[config.mk]
export PLATFORM = sky130hd
export DESIGN_NAME = fcmp_class
export DESIGN_NICKNAME = d
export VERILOG_FILES = /design/src/rtl/fcmp_class.sv
export SDC_FILE = /design/constraint.sdc
export NUM_CORES = 1
export LEC_CHECK = 0
export BUFFER_PORTS_ARGS = -buffer_cell sky130_fd_sc_hd__clkbuf_2
export CORE_AREA = 2 2 69 78
export DETAILED_ROUTE_END_ITERATION = 16
export DIE_AREA = 0 0 71 80
export SETUP_SLACK_MARGIN = 0.3
export SYNTH_ARGS = -nofsm -noshare
export SYNTH_HDL_FRONTEND = slang
export SYNTH_SLANG_ARGS = --single-unit
[constraint.sdc]
create_clock -name clk -period 1.5 [get_ports clk]
set_input_delay 0.225 -clock clk [delete_from_list [all_inputs] [get_ports clk]]
set_output_delay 0.225 -clock clk [all_outputs]
set_load 0.1 [all_outputs]
[src/rtl/fcmp_class.sv]
module fcmp_class #(
  parameter int EXP_W  = 8,
  parameter int FRAC_W = 23
) (
  input  logic                          clk,
  input  logic                          rst_n,
  input  logic                          in_valid,
  input  logic [EXP_W+FRAC_W:0]         op_a,
  input  logic [EXP_W+FRAC_W:0]         op_b,
  output logic                          out_valid,
  output logic [5:0]                    result,
  output logic                          invalid
);
  localparam int W   = 1 + EXP_W + FRAC_W;
  localparam int MAG = EXP_W + FRAC_W;

  logic               sgn_a, sgn_b;
  logic [EXP_W-1:0]   exp_a, exp_b;
  logic [FRAC_W-1:0]  frc_a, frc_b;
  logic [MAG-1:0]     mag_a, mag_b;

  assign sgn_a = op_a[W-1];
  assign sgn_b = op_b[W-1];
  assign exp_a = op_a[MAG-1:FRAC_W];
  assign exp_b = op_b[MAG-1:FRAC_W];
  assign frc_a = op_a[FRAC_W-1:0];
  assign frc_b = op_b[FRAC_W-1:0];
  assign mag_a = op_a[MAG-1:0];
  assign mag_b = op_b[MAG-1:0];

  logic nan_a, nan_b, snan_a, snan_b, den_a, den_b, both_zero;
  assign nan_a     = (&exp_a) && (|frc_a);
  assign nan_b     = (&exp_b) && (|frc_b);
  assign snan_a    = nan_a && !frc_a[FRAC_W-1];
  assign snan_b    = nan_b && !frc_b[FRAC_W-1];
  assign den_a     = (exp_a == '0) && (|frc_a);
  assign den_b     = (exp_b == '0) && (|frc_b);
  assign both_zero = (mag_a == '0) && (mag_b == '0);

  logic mag_lt, mag_eq;
  assign mag_lt = mag_a < mag_b;
  assign mag_eq = mag_a == mag_b;

  logic [3:0] rel;
  always_comb begin
    if (nan_a || nan_b)
      rel = 4'b1000;
    else if (both_zero || (mag_eq && sgn_a == sgn_b))
      rel = 4'b0010;
    else if (sgn_a != sgn_b)
      rel = sgn_a ? 4'b0001 : 4'b0100;
    else if (mag_lt ^ sgn_a)
      rel = 4'b0001;
    else
      rel = 4'b0100;
  end

  always_ff @(posedge clk or negedge rst_n) begin
    if (!rst_n) begin
      out_valid <= 1'b0;
      result    <= '0;
      invalid   <= 1'b0;
    end else begin
      out_valid <= in_valid;
      invalid   <= in_valid && (snan_a || snan_b);
      if (in_valid)
        result <= {den_b, den_a, rel};
    end
  end


  onehot_rel_chk: assert property (@(posedge clk) disable iff (!rst_n)
    out_valid |-> $countones(result[3:0]) == 1);


  invalid_unord_chk: assert property (@(posedge clk) disable iff (!rst_n)
    invalid |-> (out_valid && result[3]));


  valid_lat_chk: assert property (@(posedge clk) disable iff (!rst_n)
    in_valid |=> out_valid);


  idle_lat_chk: assert property (@(posedge clk) disable iff (!rst_n)
    !in_valid |=> (!out_valid && !invalid && $stable(result)));


  den_ordered_chk: assert property (@(posedge clk) disable iff (!rst_n)
    (out_valid && result[4] && result[5]) |-> !result[3]);


  same_bits_eq_chk: assert property (@(posedge clk) disable iff (!rst_n)
    (in_valid && op_a == op_b && !(&op_a[MAG-1:FRAC_W])) |=> result[1]);
endmodule

# [Word-level counts from Yosys, hierarchy flattened]
# Index checks and enable logic that the tools add are counted.
# Widths: inputs -> output; s select.
[word_totals] register_bits=8 inputBits=67 out_inout_bits=8 word_cells=35
[op_classes] order_cmp=1 eq_ne=3 muxes=5 bitwise=1 n_reduce_logical=22
[ops] cell="$logic_not 31->1" count=2
[ops] cell="$reduce_or 23->1" count=2
[ops] cell="$eq 31x31->1" count=1
[ops] cell="$lt 31x31->1" count=1
[ops] cell="$logic_not 8->1" count=2
[ops] cell="$reduce_and 8->1" count=2
[ops] cell="$mux 3" count=4
[ops] cell="$logic_and 1x1->1" count=9
[ops] cell="$mux 4" count=1
[ops] cell="$logic_or 1x1->1" count=3
[ops] cell="$logic_not 1->1" count=2
[ops] cell="$eq 1x1->1" count=1
[ops] cell="$ne 1x1->1" count=1
[ops] cell="$xor 1x1->1" count=1

# [Longest topological paths before layout]
# Gate-level depths: netlist of the first run.
[logic_depth] word_depth=6 depth_mapped=8

# [Worst setup path after synthesis of the first run]
# No wires, ideal clock.
[synth_path] path_type="in2reg" start="input op_b[22]" end="register result[2]" setup_ns=0.101 t_arrival_ns=1.631 t_required_ns=1.399 setup_slack_ns=-0.232 cell_stages=8 cell_sequence="inv_1 ha_1 nand4_1 nor4_2 nor3b_2 a21boi_4 nor3_1 o32ai_1"
[synth_via] elab_chain_cells=6 word_cells_on_any_way=14 classes_between="1 x order compare; 1 x eq/ne; 4 x mux; 1 x bitwise; 7 x reduce/logical"
[synth_lines] element="start: declaration" line="9" text="input logic [EXP_W+FRAC_W:0] op_b,"
[synth_lines] element="$lt 31x31->1" line="41" text="assign mag_lt = mag_a < mag_b;"
[synth_lines] element="$xor 1x1->1" line="52" text="else if (mag_lt ^ sgn_a)"
[synth_lines] element="$mux 3" line="52"
[synth_lines] element="$mux 3" line="50" text="else if (sgn_a != sgn_b)"
[synth_lines] element="$mux 3" line="48" text="else if (both_zero || (mag_eq && sgn_a == sgn_b))"
[synth_lines] element="$mux 4 *" line="46" text="if (nan_a || nan_b)"
[synth_lines] element="end signal: assignment" line="67" text="result <= {den_b, den_a, rel};"
[synth_lines] element="end: declaration" line="11" text="output logic [5:0] result,"
# Every way passes the cells marked *; elsewhere a longest branch is shown, timed or not.
# A chain may end at the register's enable or synchronous reset.

# [Worst setup path in the final report of the first run]
[layout_path] start="input op_a[25]" end="register result[2]"
[layout_via] elab_chain_cells=6 word_cells_on_any_way=14 classes_between="1 x order compare; 1 x eq/ne; 4 x mux; 1 x bitwise; 7 x reduce/logical"
[layout_lines] element="start: declaration" line="8" text="input logic [EXP_W+FRAC_W:0] op_a,"
[layout_lines] element="$lt 31x31->1" line="41"
[layout_lines] element="$xor 1x1->1" line="52"
[layout_lines] element="$mux 3" line="52"
[layout_lines] element="$mux 3" line="50"
[layout_lines] element="$mux 3" line="48"
[layout_lines] element="$mux 4 *" line="46"
# Marks and branches as above.

==> out/results.ini, run 1 <==
[power]
irDropWorstVdd_uv=273
p_leak_uw=0.00146
pwr_density_cell_mw_per_mm2=421

[floorplanning]
io_pins=75
die-width_um=71
die_area_mm2=0.00568
initial_core_util=0.272
coreArea_mm2=0.00490
row_count=27
fp.dieH_um=80

[min_path]
worstHoldPathType=in -> reg
whs_path_depth=1
worstHoldStart=in_valid
hold_end=out_valid

[yosys]
avgSynthCellArea_um2=7.64
ys_warn_count=0
synth-seq-cells=8
synthFlopType=dfrtp_1
synth_compound_area_frac=0.193
seq_area_frac_synth=0.151
yosysTopAreaCellShare=0.292
ys_types=31
synthXorXnorAreaFrac=0.00659
synth_cells=174
synth-simple-area-share=0.251
synth_top_family_by_area=adder cells
synth_area_mm2=0.00133
synth.area.top_cells=ha_1, dfrtp_1, inv_1, nor4_1, nand4_1
synth_fa_ha_area_frac=0.292
yosysMostFrequentCell=inv_1
synthArstFlopShare=1.00
synth_commonest_cells=inv_1, ha_1, nor4_1
synth_largest_area_cell=ha_1
syn_nets=272
synth.area.mux_share=0
synth_edf_count=0

[timing]
fin_crit_ns=1.76
fin_crit_sh=1.17
fin_worst_skew_ns=0
fmax_mhz=568
finalHoldViolations=0
hold_ws_ns=0.293
fin_ws_ns=-0.262
drv_slew=0
worstMarginPinSlew_ns=0.368
setup_viol=3
rsz0062_at_grt=true
setup_tns_ns=-0.591
slew_headroom=0.752

[cells_and_area]
area_delta_synth_final_pct=124
n_fill_cell=409
drive_gt1_frac=0.632
diodes=0
layout.nets=426
finalNonFillerCells=384
final_area_mm2=0.00298

[setup_path]
r2r-start=result[0]
critPathLaunchType=input pin
crit_fanout=3
worst_ep_arrival_time_ns=1.90
required_ns=1.64
worstSetupPathType=in -> reg
end_kind=register
r2r_slack_ns=0.84
r2r_cells=2
r2r_end=result[0]

[route]
wl_met2_um=3000
drt_iter0_markers=34
wl_met3_um=190
num_vias=1903
final_antenna_net_count=0
wl_um=5420
route.detailed.drc=0
met1_length_um=2160
avgRoutedWirePerCell_um=14.1
vias_per_cell=4.96
highest_layer=met4
first_pass_iters=4

[cts]
clk_latency_ns=0.23
clockRootBuffer=clkbuf_8
numCtsBuffers=3
clockBufferDepth=2
path_clk_slew_ns=0.04
h-tree-depth=1
cts_sinks=8
cts_tree=built

[run_status]
outcome=finished with violations
violations=setup timing

[grt]
grt_max_degree=13
grt-ovfl-total=0
grt_usage=0.185
grt_pass1_wl_um=8490
antenna_found_initial=0
first_global_vias=1954

[flow_run]
maxCapViolCount=0

[place]
post-place-cells=369
port_buffers=74
globalplace.congestion=0.853
hpwl_um=4130
place_area_mm2=0.00234

-- layer usage --
| layer | vias up | track usage |
|---|---|---|
| met5 | - | 0 |
| met4 | 0 | 0.0415 |
| met1 | 889 | 0.210 |
| li1 | 957 | - |
| met2 | 50 | 0.366 |
| met3 | 7 | 0.0152 |
-- registers in the layout, indices dropped and copies added (netlist names) --
| signal | flops |
|---|---|
| result | 6 |
| out_valid | 1 |
| invalid | 1 |
-- where the power goes --
part | leakage [µW] | total (µW) | internal, µW | switching [µW]
Combinational | 0.00134 | 751 | 370 | 382
Sequential | 0.000104 | 234 | 228 | 6.47
Clock | 0.0000216 | 266 | 174 | 91.5
Total | 0.00146 | 1250 | 772 | 480
-- per-stage QoR --
| stage | power (µW) | util | setup WS [ns] |
|---|---|---|---|
| finish | 1250 | 0.608 | -0.262 |
| CTS | 1200 | 0.575 | -0.259 |
| global route | 1330 | 0.608 | -0.367 |
| global placement | 827 | 0.478 | -0.476 |
| detailed placement | 839 | 0.478 | -0.614 |
| floorplan | 528 | - | -0.198 |
-- worst max-delay path by stage --
stage	startpoint	to	slack, ns	cells past startpoint
after global placement	op_b[21]	result[0]	-0.48	9
after detailed placement	op_b[21]	result[0]	-0.61	9
after CTS	op_b[25]	result[2]	-0.26	9
after global routing	op_b[21]	result[2]	-0.37	11
after floorplan	op_b[21]	result[0]	-0.20	8
final	op_a[25]	result[2]	-0.26	10
-- layout make-up --
type	instances	area (µm²)	share of cell area
clock buffer	3	41.3	0.0139
inverter	37	161	0.0542
multi-input combinational	128	1370	0.462
sequential	8	200	0.0673
tap	58	72.6	0.0244
timing repair buffer	150	1130	0.379
-- cells by family (layout without fill, tap and decap cells) --
kind of cell,count (synthesis),count (layout)
xor gates and xnor gates,1,1
adders and majority gates,31,31
buffers and inverters,38,190
AOI/OAI and AO/OA,39,39
and+or+nand+nor,57,57
DFF,8,8
-- critical path, stage by stage --
cell and delay, ns:
buf_6 0.10, ha_4 0.26, nand4_1 0.22, nor4_4 0.25, buf_4 0.16, nand2_2 0.05
o211ai_1 0.15, buf_4 0.18, nor3_1 0.04, o32ai_1 0.26
-- cell usage in the layout (no fill, tap or decap), types with 8 or more instances in the layout --
cell type	instances
clkbuf_4	8
inv_1	25
buf_4	67
buf_6	20
dfrtp_1	8
ha_1	20
a21oi_1	13
nand4_1	13
clkbuf_2	48
ha_4	11
nand2_1	9
-- timing repair --
action,4_1_cts,5_1_grt
hold endpoints to repair,8,0
hold buffers,1,0
setup endpoints to repair,15,7
pin swaps,23,11
setup buffers,11,0
gates resized for setup,61,53
(Power assumes the default switching activity.)
==> run 2: changes to the inputs <==
TNS_END_PERCENT = 10   (was unset)
==> out/results.ini, run 2 (same netlist as run 1, synthesis figures left out) <==
[setup_path]
crit_fanout=2
worstPathCellList=clkbuf_2 -> inv_1 -> ha_4 -> nand4_1 -> nor4_4 -> nor3b_4 -> buf_4 -> buf_6 -> a31oi_4 -> nand4_1 -> o32ai_2
critPathLaunchType=input pin
worstSetupPathType=in -> reg
slowest_stage=ha_4
required_ns=1.60
crit_path_frequent_cell=nand4_1
worst_ep_arrival_time_ns=1.87
slowest_delay_ns=0.26
end_kind=register

[run_status]
violations=setup timing
outcome=finished with violations

[floorplanning]
coreArea_mm2=0.00490
die-width_um=71
io_pins=75
row_count=27
fp.dieH_um=80
initial_core_util=0.272
die_area_mm2=0.00568

[timing]
fmax_mhz=565
worstMarginPinSlew_ns=0.425
slew_headroom=0.714
rsz0062_at_grt=true
fin_worst_skew_ns=0
fin_crit_sh=1.18
finalHoldViolations=0
drv_slew=0
setup_viol=3
setup_tns_ns=-0.749
fin_crit_ns=1.77
fin_ws_ns=-0.271

[route]
final_antenna_net_count=0
route.detailed.drc=0
avgRoutedWirePerCell_um=12.1
first_pass_iters=4
wl_um=4390
vias_per_cell=4.80
num_vias=1732
drt_iter0_markers=26

[power]
clkPwrFrac=0.228
p_leak_uw=0.00129
p_int_uw=698
comb_power_share=0.563
pwr_density_cell_mw_per_mm2=439
irDropWorstVdd_uv=231
switching_share=0.379
total_power_uw=1120
switchingPower_uw=427
pwr-share-seq=0.208

[cts]
clk_latency_ns=0.23
clockRootBuffer=clkbuf_8
numCtsBuffers=3
path_clk_slew_ns=0.04
clockBufferDepth=2
h-tree-depth=1
cts_tree=built
cts_sinks=8

[grt]
grt-ovfl-total=0
antenna_found_initial=0
grt_pass1_wl_um=7170
first_global_vias=1744
grt_usage=0.152
grt_max_degree=13

[cells_and_area]
final_common_cell=clkbuf_2
regMostFlops=result
finalNonFillerCells=361
drive_gt1_frac=0.541
reg_top3=result x6, invalid x1, out_valid x1
diodes=0
largest_reg_flops=6
layout.nets=403
final_cell_mix=clkbuf_2, buf_4, inv_1
final_util=0.523
area_delta_synth_final_pct=92.7

[place]
port_buffers=74
globalplace.congestion=0.819
post-place-cells=354
post-place-ws_ns=-0.627
hpwl_um=3830

[min_path]
worstHoldPathType=in -> reg

[flow_run]
maxCapViolCount=0

==> run 2: routing by layer <==
layer / global-route usage / up-vias / wire [µm]
met5: 0 / - / 0
met4: 0.0396 / 0 / 0
met3: 0.00631 / 0 / 168
met2: 0.282 / 43 / 2310
met1: 0.191 / 782 / 1910
li1: - / 907 / -
==> run 2: area by class of cell <==
| type | instances | area, µm² |
|---|---|---|
| Fill cell | 458 | 2340 |
| Tap cell | 58 | 72.6 |
| Sequential cell | 8 | 200 |
| Timing Repair Buffer | 127 | 851 |
| Inverter | 37 | 159 |
| Multi-Input combinational cell | 128 | 1240 |
| Clock buffer | 3 | 41.3 |
==> run 2: path summary, 6_finish.rpt <==
path	from	endpoint	slack, ns	cells past startpoint
worst max register to register	result[0]	result[0]	0.86	2
min in group asynchronous	rst_n	result[1]	0.38	2
worst min-delay path	in_valid	out_valid	0.27	1
worst min register to register	result[3]	result[3]	0.48	1
worst max-delay path	op_b[25]	result[0]	-0.27	11
max in group asynchronous	rst_n	result[3]	0.95	2
==> run 2: through the flow <==
step	hold WS (ns)	cell area, µm²
4_1_cts	0.271	2390
3_5_place_dp	0.0805	2230
2_1_floorplan	-0.0706	1420
6_report	0.272	2560
5_1_grt	0.288	2560
3_3_place_gp	0.0787	2230
==> run 2: power groups by stage <==
stage	clock (µW)	combinational [µW]	sequential, µW
2_1_floorplan	0	209	319
3_3_place_gp	0	556	238
3_5_place_dp	0	560	238
4_1_cts	259	591	235
5_1_grt	274	701	235
6_report	257	633	234
==> run 2: worst max-delay path: cells and delay by family <==
family,cells,cell delay (ns)
compound gates,2,0.17
fa+ha+maj,1,0.26
buf+inv,4,0.38
simple gates,4,0.81
==> run 2: repair_timing <==
item | CTS | global route
buffers inserted | 0 | 3
resized for setup | 24 | 31
endpoints found under the hold margin | 8 | 0
hold buffers | 1 | 0
pin swaps | 9 | 11
setup endpoints to repair | 15 | 7
==> run 3: changes to the inputs <==
clock period = 1.65 ns   (was 1.5 ns; I/O delays follow)
==> out/results.ini, run 3 (same netlist as run 1, synthesis figures left out) <==
[route]
num_vias=1776
wl_um=4560
first_pass_iters=4
final_antenna_net_count=0
route.detailed.drc=0
vias_per_cell=4.87
avgRoutedWirePerCell_um=12.5
drt_iter0_markers=39

[cts]
h-tree-depth=1
clockRootBuffer=clkbuf_8
cts_tree=built
numCtsBuffers=3
path_clk_slew_ns=0.04
cts_sinks=8
clk_latency_ns=0.23
clockBufferDepth=2

[floorplanning]
io_pins=75
initial_core_util=0.272
die-width_um=71
die_area_mm2=0.00568
row_count=27
coreArea_mm2=0.00490
fp.dieH_um=80

[cells_and_area]
regMostFlops=result
finalNonFillerCells=365
area_delta_synth_final_pct=91.3
layout.nets=407
final_common_cell=clkbuf_2
diodes=0
final_cell_mix=clkbuf_2, buf_4, inv_1
n_fill_cell=467
drive_gt1_frac=0.547
reg_top3=result x6, invalid x1, out_valid x1
largest_reg_flops=6

[timing]
setup_tns_ns=-0.212
drv_slew=0
fin_crit_ns=1.76
fin_ws_ns=-0.108
rsz0062_at_grt=true
finalHoldViolations=0
slew_headroom=0.639
fmax_mhz=569
setup_viol=3
worstMarginPinSlew_ns=0.544
fin_worst_skew_ns=0
fin_crit_sh=1.07

[power]
pwr_density_cell_mw_per_mm2=406
total_power_uw=1030
p_int_uw=638
pwr-share-seq=0.207
switchingPower_uw=394
clkPwrFrac=0.228
p_leak_uw=0.00129
switching_share=0.382
comb_power_share=0.564
irDropWorstVdd_uv=244

[setup_path]
crit_fanout=4
required_ns=1.78
crit_start=op_b[29]
worst_ep_arrival_time_ns=1.88
r2r-start=result[3]
end_kind=register
worstSetupPathType=in -> reg
critPathLaunchType=input pin

[grt]
grt_pass1_wl_um=7610
first_global_vias=1806
grt_max_degree=13
grt_usage=0.163
grt-ovfl-total=0
antenna_found_initial=0

[place]
port_buffers=74
hpwl_um=3910
globalplace.congestion=0.831
post-place-cells=355

[flow_run]
maxCapViolCount=0

[run_status]
outcome=finished with violations
violations=setup timing

[min_path]
worstHoldStart=in_valid
worstHoldPathType=in -> reg

run 3: cell count changes in the layout (fill, tap and decap cells not counted), moves of 2 or more:
cell | before | now
buf_4 | 52 | 56
buf_6 | 4 | 0
buf_8 | 2 | 0
clkbuf_2 | 59 | 68
clkbuf_4 | 8 | 0
clkbuf_8 | 3 | 9
run 3: worst paths after layout:
| check | endpoint | slack (ns) | cells after the start |
|---|---|---|---|
| worst max-delay path | result[0] | -0.11 | 9 |
| worst min register to register | result[3] | 0.48 | 1 |
| worst max register to register | result[3] | 1.00 | 1 |
| min in group asynchronous | result[5] | 0.42 | 2 |
| worst min-delay path | out_valid | 0.31 | 1 |
| max in group asynchronous | result[2] | 1.05 | 2 |
run 3: stage by stage:
stage / area, µm² / util / worst slack [ns] / hold slack, ns
detailed placement: 2240 / 0.457 / -0.529 / 0.102
finish: 2540 / 0.519 / -0.108 / 0.306
global route: 2540 / 0.519 / -0.266 / 0.309
CTS: 2480 / 0.507 / -0.112 / 0.295
global placement: 2240 / 0.457 / -0.352 / 0.0988
floorplan: 1420 / - / -0.0722 / -0.0481
run 3: cell type report:
type | count | area (µm²) | area share
Clock buffer | 3 | 41.3 | 0.0162
Sequential cell | 8 | 200 | 0.0787
Inverter | 37 | 159 | 0.0625
Multi-Input combinational cell | 128 | 1220 | 0.479
Tap cell | 58 | 72.6 | 0.0285
Timing Repair Buffer | 131 | 853 | 0.335
run 3: routing by layer:
metal	share of wire	global-route usage
met1	0.42	0.187
met3	0.037	0.0202
met5	0	0
met2	0.54	0.323
met4	0.0018	0.0208
run 3: worst max-delay path, cell delays in order:
cell	delay [ns]
clkbuf_2	0.10
inv_1	0.06
ha_4	0.28
nand3_4	0.08
nor4_4	0.29
nor3b_2	0.24
a21boi_4	0.26
nor3b_2	0.07
o32ai_1	0.25
run 3: power by group through the flow:
| stage | combinational (µW) | sequential (µW) | clock (µW) |
|---|---|---|---|
| after floorplan | 190 | 290 | 0 |
| after global placement | 506 | 216 | 0 |
| after detailed placement | 510 | 216 | 0 |
| after CTS | 569 | 214 | 240 |
| after global routing | 644 | 214 | 254 |
| final | 583 | 214 | 236 |
run 3: timing repair:
action                                  CTS  global route
pin swaps                                11             3
gates resized for setup                  22            10
setup buffers                             6             0
hold buffers                              1             0
hold endpoints to repair                  8             0
endpoints found under the setup margin    7             7
